`src/rtl/uart_rxb_pkg.sv`:
```
package uart_rxb_pkg;
    // FIFO control bit positions
    localparam int FCR_EN_BIT    = 0;
    localparam int FCR_RXRST_BIT = 1;
    localparam logic [7:0] FCR_KEEP_MASK = 8'hC9;

    // Line-status bit positions
    localparam int LSR_DR_BIT   = 0;
    localparam int LSR_OE_BIT   = 1;
    localparam int LSR_THRE_BIT = 5;
    localparam int LSR_TEMT_BIT = 6;
endpackage

```
`src/rtl/uart_rxb_fcr_dec.sv`:
```
module uart_rxb_fcr_dec
    import uart_rxb_pkg::*;
(
    input  logic       wr,
    input  logic [7:0] wdata,
    input  logic [7:0] cur,
    output logic [7:0] next_fcr,
    output logic       flush
);
    logic mode_flip;
    logic rx_reset;

    always_comb begin
        mode_flip = wdata[FCR_EN_BIT] != cur[FCR_EN_BIT];
        rx_reset  = wdata[FCR_EN_BIT] && wdata[FCR_RXRST_BIT];
        flush     = wr && (mode_flip || rx_reset);
        if (!wr) begin
            next_fcr = cur;
        end else if (wdata[FCR_EN_BIT]) begin
            next_fcr = wdata & FCR_KEEP_MASK;
        end else begin
            next_fcr = 8'h00;
        end
    end
endmodule

```
`src/rtl/uart_rxb_store.sv`:
```
module uart_rxb_store #(
    parameter int DEPTH = 16,
    parameter int PTR_W = $clog2(DEPTH)
) (
    input  logic             clk,
    input  logic             wr_en,
    input  logic [PTR_W-1:0] wr_ptr,
    input  logic [7:0]       wr_data,
    input  logic [PTR_W-1:0] rd_ptr,
    output logic [7:0]       rd_data
);
    logic [7:0] slot_q [DEPTH];

    for (genvar i = 0; i < DEPTH; i++) begin : g_slot
        always_ff @(posedge clk) begin
            if (wr_en && (wr_ptr == PTR_W'(i))) begin
                slot_q[i] <= wr_data;
            end
        end
    end

    assign rd_data = slot_q[rd_ptr];
endmodule

```
`src/rtl/uart_rx_buffer.sv`:
```
module uart_rx_buffer
    import uart_rxb_pkg::*;
#(
    parameter int DEPTH = 16
) (
    input  logic       clk,
    input  logic       rst_n,
    input  logic       push_valid,
    input  logic [7:0] push_data,
    input  logic       pop_req,
    output logic [7:0] pop_data,
    input  logic       fcr_wr,
    input  logic [7:0] fcr_wdata,
    output logic [7:0] fcr_value,
    input  logic       lsr_rd,
    output logic [7:0] lsr_value
);
    localparam int PTR_W = (DEPTH > 1) ? $clog2(DEPTH) : 1;
    localparam int CNT_W = $clog2(DEPTH + 1);

    typedef struct packed {
        logic [PTR_W-1:0] wr_ptr;
        logic [PTR_W-1:0] rd_ptr;
        logic [CNT_W-1:0] count;
        logic             overrun;
        logic [7:0]       fcr;
    } rxb_state_t;

    rxb_state_t st_d, st_q;

    logic [7:0]       fcr_next_d;
    logic             flush_d;
    logic [CNT_W-1:0] cap_d;
    logic             do_push_d, do_pop_d;
    logic [7:0]       head_data;
    logic [CNT_W-1:0] occ_q;

    function automatic logic [PTR_W-1:0] ptr_step(input logic [PTR_W-1:0] p,
                                                  input logic [CNT_W-1:0] lim);
        if ((CNT_W'(p) + CNT_W'(1)) >= lim) begin
            return '0;
        end
        return p + PTR_W'(1);
    endfunction

    uart_rxb_fcr_dec u_fcr (
        .wr       (fcr_wr),
        .wdata    (fcr_wdata),
        .cur      (st_q.fcr),
        .next_fcr (fcr_next_d),
        .flush    (flush_d)
    );

    uart_rxb_store #(.DEPTH(DEPTH), .PTR_W(PTR_W)) u_store (
        .clk     (clk),
        .wr_en   (do_push_d),
        .wr_ptr  (st_q.wr_ptr),
        .wr_data (push_data),
        .rd_ptr  (st_q.rd_ptr),
        .rd_data (head_data)
    );

    always_comb begin
        st_d      = st_q;
        cap_d     = st_q.fcr[FCR_EN_BIT] ? CNT_W'(DEPTH) : CNT_W'(1);
        do_pop_d  = 1'b0;
        do_push_d = 1'b0;
        st_d.fcr  = fcr_next_d;
        if (lsr_rd) begin
            st_d.overrun = 1'b0;
        end
        if (flush_d) begin
            st_d.wr_ptr = '0;
            st_d.rd_ptr = '0;
            st_d.count  = '0;
        end else begin
            do_pop_d  = pop_req && (st_q.count != '0);
            do_push_d = push_valid && ((st_q.count < cap_d) || do_pop_d);
            if (do_pop_d) begin
                st_d.rd_ptr = ptr_step(st_q.rd_ptr, cap_d);
            end
            if (do_push_d) begin
                st_d.wr_ptr = ptr_step(st_q.wr_ptr, cap_d);
            end
            st_d.count = st_q.count + CNT_W'(do_push_d) - CNT_W'(do_pop_d);
            if (push_valid && !do_push_d) begin
                st_d.overrun = 1'b1;
            end
        end
    end

    always_ff @(posedge clk or negedge rst_n) begin
        if (!rst_n) begin
            st_q <= '0;
        end else begin
            st_q <= st_d;
        end
    end

    always_comb begin
        lsr_value               = 8'h00;
        lsr_value[LSR_TEMT_BIT] = 1'b1;
        lsr_value[LSR_THRE_BIT] = 1'b1;
        lsr_value[LSR_OE_BIT]   = st_q.overrun;
        lsr_value[LSR_DR_BIT]   = st_q.count != '0;
    end

    assign pop_data  = (st_q.count != '0) ? head_data : 8'h00;
    assign fcr_value = st_q.fcr;
    assign occ_q     = st_q.count;
endmodule

```
`config.mk`:
```
export PLATFORM = sky130hd
export DESIGN_NAME = uart_rx_buffer
export DESIGN_NICKNAME = d
export VERILOG_FILES = /design/src/rtl/uart_rxb_pkg.sv /design/src/rtl/uart_rxb_fcr_dec.sv /design/src/rtl/uart_rxb_store.sv /design/src/rtl/uart_rx_buffer.sv
export SDC_FILE = /design/constraint.sdc
export NUM_CORES = 1
export LEC_CHECK = 0
export BUFFER_PORTS_ARGS = -buffer_cell sky130_fd_sc_hd__buf_2
export CAP_MARGIN = 20
export CORE_MARGIN = 2
export CORE_UTILIZATION = 45
export CTS_CLUSTER_DIAMETER = 120
export DETAILED_ROUTE_END_ITERATION = 10
export PLACE_DENSITY = 0.7
export RECOVER_POWER = 50
export SYNTH_ARGS = -nofsm -noshare
export SYNTH_HDL_FRONTEND = slang
export SYNTH_SLANG_ARGS = --single-unit
```
`constraint.sdc`:
```
create_clock -name clk -period 3.1 [get_ports clk]
set_input_delay 0.62 -clock clk [delete_from_list [all_inputs] [get_ports clk]]
set_output_delay 0.62 -clock clk [all_outputs]
set_load 0.02 [all_outputs]
```
==> results of run 1 <==
-- what timing repair did --
item                       4_1_cts  5_1_grt
hold buffers                     0        0
setup endpoints to repair        0        1
resized for setup                0        3
-- flip-flops by register name (all words and copies together) (netlist names) --
signal / cells
u_store.slot_q: 128
occ_q: 5
lsr_value: 1
fcr_value: 4
st_q: 8
-- stage by stage --
| step | std cells | cell area, um2 | util |
|---|---|---|---|
| after floorplan | 384 | 6450 | - |
| after global placement | 583 | 6840 | 0.493 |
| after detailed placement | 583 | 6840 | 0.493 |
| after CTS | 612 | 7360 | 0.530 |
| after global routing | 612 | 7350 | 0.530 |
| final | 612 | 7350 | 0.530 |
-- cell usage after synthesis, types with 3 or more instances --
master and number:
edfxtp_1 128, mux4_2 32, dfrtp_1 18, ha_1 17, mux2i_1 16, buf_4 15, nand2_1 14, nand3_1 14
inv_1 13, nor3_1 10, a21oi_1 9, o22ai_1 9, buf_2 7, clkbuf_1 7, o21ai_0 7, nor4b_1 6
nor2_1 5, and2_1 3, buf_6 3, nand2b_1 3
-- final timing paths --
kind                       depth (start not counted)                     end                    from
max                                               12      occ_q[4]$_DFF_PN0_      occ_q[3]$_DFF_PN0_
min                                                1      occ_q[1]$_DFF_PN0_                   rst_n
max reg2reg                                       12      occ_q[4]$_DFF_PN0_      occ_q[3]$_DFF_PN0_
min reg2reg                                        2  lsr_value[1]$_DFF_PN0_  lsr_value[1]$_DFF_PN0_
max in group asynchronous                          1    st_q[14]$_DFFE_PN0P_                   rst_n
min in group clk                                   2  lsr_value[1]$_DFF_PN0_                  lsr_rd
-- power breakdown --
group / internal (mW) / switching (mW)
combinational: 0.473 / 0.654
clock: 1.08 / 0.730
sequential: 2.23 / 0.0642
total: 3.79 / 1.45
-- layer usage --
| metal | wire, um | GRT usage |
|---|---|---|
| met3 | 969 | 0.0554 |
| met1 | 4830 | 0.209 |
| met5 | 0 | 0 |
| met2 | 6470 | 0.311 |
| met4 | 149 | 0.0611 |
-- worst reg2reg max path, cell delays in order (launching register included) --
cell and delay [ns]:
dfrtp_1 0.40, inv_1 0.09, ha_1 0.13, or4b_4 0.49, and2_4 0.22, o21ai_2 0.16
o21ai_0 0.09, ha_1 0.22, fa_1 0.38, nor2b_1 0.15, o21bai_1 0.19, a21oi_1 0.10
nor3b_1 0.22
-- cell type report --
class / instances / area (um2)
clock inverter: 10 / 91.3
fill: 1106 / 6530
clock buffer: 19 / 433
timing repair buffer: 53 / 328
multi-input combinational: 191 / 1930
tap: 180 / 225
inverter: 13 / 48.8
sequential: 146 / 4300
-- logic make-up (layout without fill, tap and decap cells) --
logic type | after synthesis | count (layout)
simple gates | 72 | 72
mux | 48 | 48
other cells | 2 | 10
buf+inv | 47 | 95
fa+ha+maj | 18 | 18
compound gates | 40 | 40
flops | 146 | 146
xor+xnor | 3 | 3
==> results.json, run 1 <==
{
  "outcome": "finished, final reports clean",
  "place_hpwl_mm": 8.00,
  "setup_viol": 0,
  "cts_root_buffer": "clkbuf_16",
  "syn_area_per_cell_um2": 17.1,
  "htreeDepth": 4,
  "worstSetupPathType": "reg2reg",
  "final_cell_mix": "edfxtp_1, mux4_2, buf_2",
  "worst_ep_required_time_ns": 3.41,
  "yosysTopAreaCellShare": 0.599,
  "tritoncts": "yes",
  "reg2reg_slack_ns": 0.15,
  "syn_area_mm2": 0.00642,
  "cp_slowest_stage_delay_ns": 0.49,
  "num_vias": 3412,
  "hold_violations": 0,
  "cp_top_family": "simple AND/OR/NAND/NOR gates",
  "ir_worst_vdd_v": 0.000476,
  "area_delta_synth_final_pct": 14.6,
  "synthArstFlopShare": 0.123,
  "maxSlewHeadroom": 0.317,
  "hold_slack_ns": 0.369,
  "drtAntennaViolNets": 0,
  "track_usage": 0.178,
  "drtPass1Iterations": 4,
  "yosysTopAreaCell": "edfxtp_1",
  "timing.fmax_mhz": 339,
  "final_common_cell": "edfxtp_1",
  "fin_crit_sh": 0.951,
  "p_per_area_mw_per_mm2": 713,
  "rows": 43,
  "synth-edff-count": 128,
  "clock_latency_ns": 0.41,
  "grt_max_degree": 33,
  "maxCapViolCount": 0,
  "synth_top_family_by_area": "multiplexers",
  "setup_ws_ns": 0.153,
  "fin_crit_ns": 2.95,
  "io_pins": 46,
  "drv_slew": 0,
  "cp_slowest_cell": "or4b_4",
  "power_mw": 5.24,
  "critPathArrivalTime_ns": 3.26,
  "start_util": 0.462,
  "num_antenna_cells": 0,
  "startpoint_type": "register",
  "antenna_found_initial": 0,
  "ys_seq_elements": 146,
  "die_area_mm2": 0.0152,
  "grt_pass1_vias": 3584,
  "die_w_um": 123,
  "drc": 0,
  "worstMarginPinSlew_ns": 1.03,
  "syn_inst": 376,
  "port_buffers": 32,
  "synthTopCellsByArea": "edfxtp_1, mux4_2, dfrtp_1, ha_1, mux2i_1",
  "die_h_um": 123,
  "synthMuxAreaShare": 0.137,
  "clk_pin_slew_ns": 0.05,
  "synthSimpleGateAreaFrac": 0.0669,
  "synth_cell_types": 48,
  "synth_compound_area_frac": 0.0441,
  "synth-xor-area-share": 0.00409,
  "ys_seq_area_frac": 0.669,
  "cts_buffers": 17,
  "drt_iter0_drc": 210,
  "cts_sinks": 146,
  "drt-wirelength-per-cell_um": 20.3,
  "wl_mm": 12.4,
  "layout.nets": 462,
  "crit_chain": "inv_1, ha_1, or4b_4, and2_4, o21ai_2, o21ai_0, ha_1, fa_1, nor2b_1, o21bai_1, a21oi_1, nor3b_1",
  "pre_cts_slack_ns": 0.184,
  "cts_buffer_depth": 2,
  "drive_gt1_frac": 0.273,
  "yosys_warnings": 0,
  "cp_num_buf_inv": 1,
  "cp_common_cell": "ha_1",
  "synthAdderAreaFrac": 0.0363,
  "place.gp.congestion": 0.771,
  "worst-path-max-fanout": 11,
  "grt-ovfl-total": 0,
  "post_drt_via_cell_ratio": 5.58,
  "worstHoldPathType": "in2async",
  "grt_setup_unrepaired": "no",
  "cp-end-kind": "register",
  "coreArea_mm2": 0.0139,
  "cts_setup_buffers": 0,
  "leakage_nw": 2.47,
  "fin_tns_setup_ns": 0,
  "ys.flop_type": "edfxtp_1",
  "timing.clock.skew_ns": 0.00569,
  "grt_first_pass_wirelength_mm": 19.2
}
Note: power is estimated with default switching activity, not from simulation.
==> inputs of run 2 (changes only) <==
--- a/config.mk
+++ b/config.mk
@@ -8,10 +8,10 @@
 export BUFFER_PORTS_ARGS = -buffer_cell sky130_fd_sc_hd__buf_2
 export CAP_MARGIN = 20
 export CORE_MARGIN = 2
-export CORE_UTILIZATION = 45
+export CORE_UTILIZATION = 54
 export CTS_CLUSTER_DIAMETER = 120
 export DETAILED_ROUTE_END_ITERATION = 10
-export PLACE_DENSITY = 0.7
+export PLACE_DENSITY = 0.8
 export RECOVER_POWER = 50
 export SYNTH_ARGS = -nofsm -noshare
 export SYNTH_HDL_FRONTEND = slang
==> run 2 against run 1 <==
  * The flow now finishes with violations (design-rule violations)
  * Utilization increased by 11 points
  * Critical path depth fell by 6
  * Clock skew barely moved
  * Worst hold slack got worse by 0.036 ns
  * Worst setup slack got worse by 0.011 ns
  * Sequential cell count did not move
  * First-iteration DRC count is 16% higher
==> results.json, run 2 (same netlist as run 1, synthesis figures left out) <==
{
  "outcome": "finished with violations",
  "violations": "design-rule violations",
  "grt_first_pass_wirelength_mm": 19.9,
  "die_w_um": 113,
  "leakage_nw": 2.52,
  "drtPass1Iterations": 7,
  "cts_root_buffer": "clkbuf_16",
  "cts_buffer_depth": 2,
  "n_fill_cell": 786,
  "place_hpwl_mm": 7.87,
  "maxCapViolCount": 0,
  "cp_slowest_cell": "or4b_4",
  "rows": 39,
  "grt-ovfl-total": 0,
  "final_cell_mix": "edfxtp_1, mux4_2, buf_4",
  "port_buffers": 32,
  "grt_max_degree": 37,
  "cp_slowest_stage_delay_ns": 0.50,
  "r2r-end": "occ_q[4]$_DFF_PN0_",
  "die_h_um": 113,
  "worstMarginPinSlew_ns": 0.972,
  "drt-wirelength-per-cell_um": 21.7,
  "track_usage": 0.215,
  "power_mw": 5.56,
  "htreeDepth": 4,
  "worstHoldPathType": "in2async",
  "start_util": 0.557,
  "layout.nets": 464,
  "ir_worst_vdd_v": 0.000543,
  "startpoint": "occ_q[2]$_DFF_PN0_",
  "setup_viol": 0,
  "cts_buffers": 17,
  "grt_setup_unrepaired": "no",
  "p_per_area_mw_per_mm2": 751,
  "hold_violations": 0,
  "fin_tns_setup_ns": 0,
  "crit_chain": "inv_2, ha_1, or4b_4, or2b_1, o22ai_1, buf_2",
  "coreArea_mm2": 0.0115,
  "die_area_mm2": 0.0128,
  "area_delta_synth_final_pct": 15.3,
  "antenna_found_initial": 0,
  "drc": 5,
  "drive_gt1_frac": 0.275,
  "worst-path-max-fanout": 8,
  "reg2reg_slack_ns": 0.21,
  "drt_iter0_drc": 244,
  "largest_reg_flops": 128,
  "fin_crit_sh": 0.954,
  "critPathArrivalTime_ns": 2.34,
  "largest-register": "u_store.slot_q",
  "clock_latency_ns": 0.42,
  "num_antenna_cells": 0,
  "cts_hold_buf": 0,
  "worst-r2r-cell-count": 12,
  "fin_crit_ns": 2.96,
  "crit_end": "pop_data[2]",
  "final_common_cell": "edfxtp_1",
  "worst_ep_required_time_ns": 2.48,
  "timing.clock.skew_ns": 0.00573,
  "tritoncts": "yes",
  "post_drt_via_cell_ratio": 6.01,
  "io_pins": 46,
  "timing.fmax_mhz": 338,
  "place.gp.congestion": 0.812,
  "maxSlewHeadroom": 0.352,
  "clk_pin_slew_ns": 0.06,
  "drv_slew": 0,
  "wl_mm": 12.6,
  "crit-reg2reg-launch": "occ_q[2]$_DFF_PN0_",
  "cts_sinks": 146,
  "num_vias": 3488,
  "drtAntennaViolNets": 0,
  "cp-end-kind": "primary output",
  "grt_pass1_vias": 3558,
  "startpoint_type": "register",
  "worstSetupPathType": "reg2out"
}
-- run 2: changes by cell type in the layout (fill, tap and decap cells not counted), sizes merged --
cell / previous run / this run
buf: 41 / 42
inv: 13 / 14
bufinv: 1 / 4
-- run 2: worst min path at each step --
stage               cells after the start                       end
global route                            2    lsr_value[1]$_DFF_PN0_
CTS                                     1    lsr_value[1]$_DFF_PN0_
floorplan                               0  fcr_value[0]$_DFFE_PN0P_
finish                                  1    lsr_value[1]$_DFF_PN0_
global placement                        2    lsr_value[1]$_DFF_PN0_
detailed placement                      2    lsr_value[1]$_DFF_PN0_
-- run 2: area by class of cell --
class,instances,area (um2),area share
inverters,13,48.8,0.00659
clock inverters,14,188,0.0254
multi-input cells,191,1930,0.261
flip-flops and latches,146,4300,0.581
repair buffers,55,329,0.0445
well taps,143,179,0.0242
clock buffers,18,429,0.0580
-- run 2: power breakdown --
part	internal, mW	leakage (nW)	switching, mW
Combinational	0.483	0.835	0.665
Sequential	2.24	1.39	0.0696
Clock	1.34	0.295	0.762
-- run 2: stage by stage --
step	hold WS, ns	area [um2]	setup WS [ns]	cells	utilization
final	0.333	7400	0.142	580	0.643
after global routing	0.382	7400	0.0152	580	0.643
after CTS	0.130	7400	0.0727	578	0.642
after detailed placement	0.518	6780	0.137	546	0.589
after global placement	0.504	6780	0.227	546	0.589
after floorplan	0.324	6450	0.202	384	-
-- run 2: routing by layer --
layer	up-vias	wire length, um	share of wire	track usage
li1	1565	-	-	-
met5	-	0	0	0
met2	92	6650	0.53	0.358
met1	1815	5220	0.42	0.272
met3	16	513	0.041	0.0562
met4	0	187	0.015	0.0837
-- run 2: repair_timing --
action / 4_1_cts / 5_1_grt
setup buffers: 0 / 2
resized for setup: 0 / 3
setup endpoints to repair: 0 / 3
-- run 2: worst max-delay path: cells and delay by family (launching register included) --
kind | cells | cell delay [ns]
simple gates | 2 | 0.87
compound gates | 1 | 0.21
flops | 1 | 0.39
fa+ha+maj | 1 | 0.15
buf+inv | 2 | 0.29
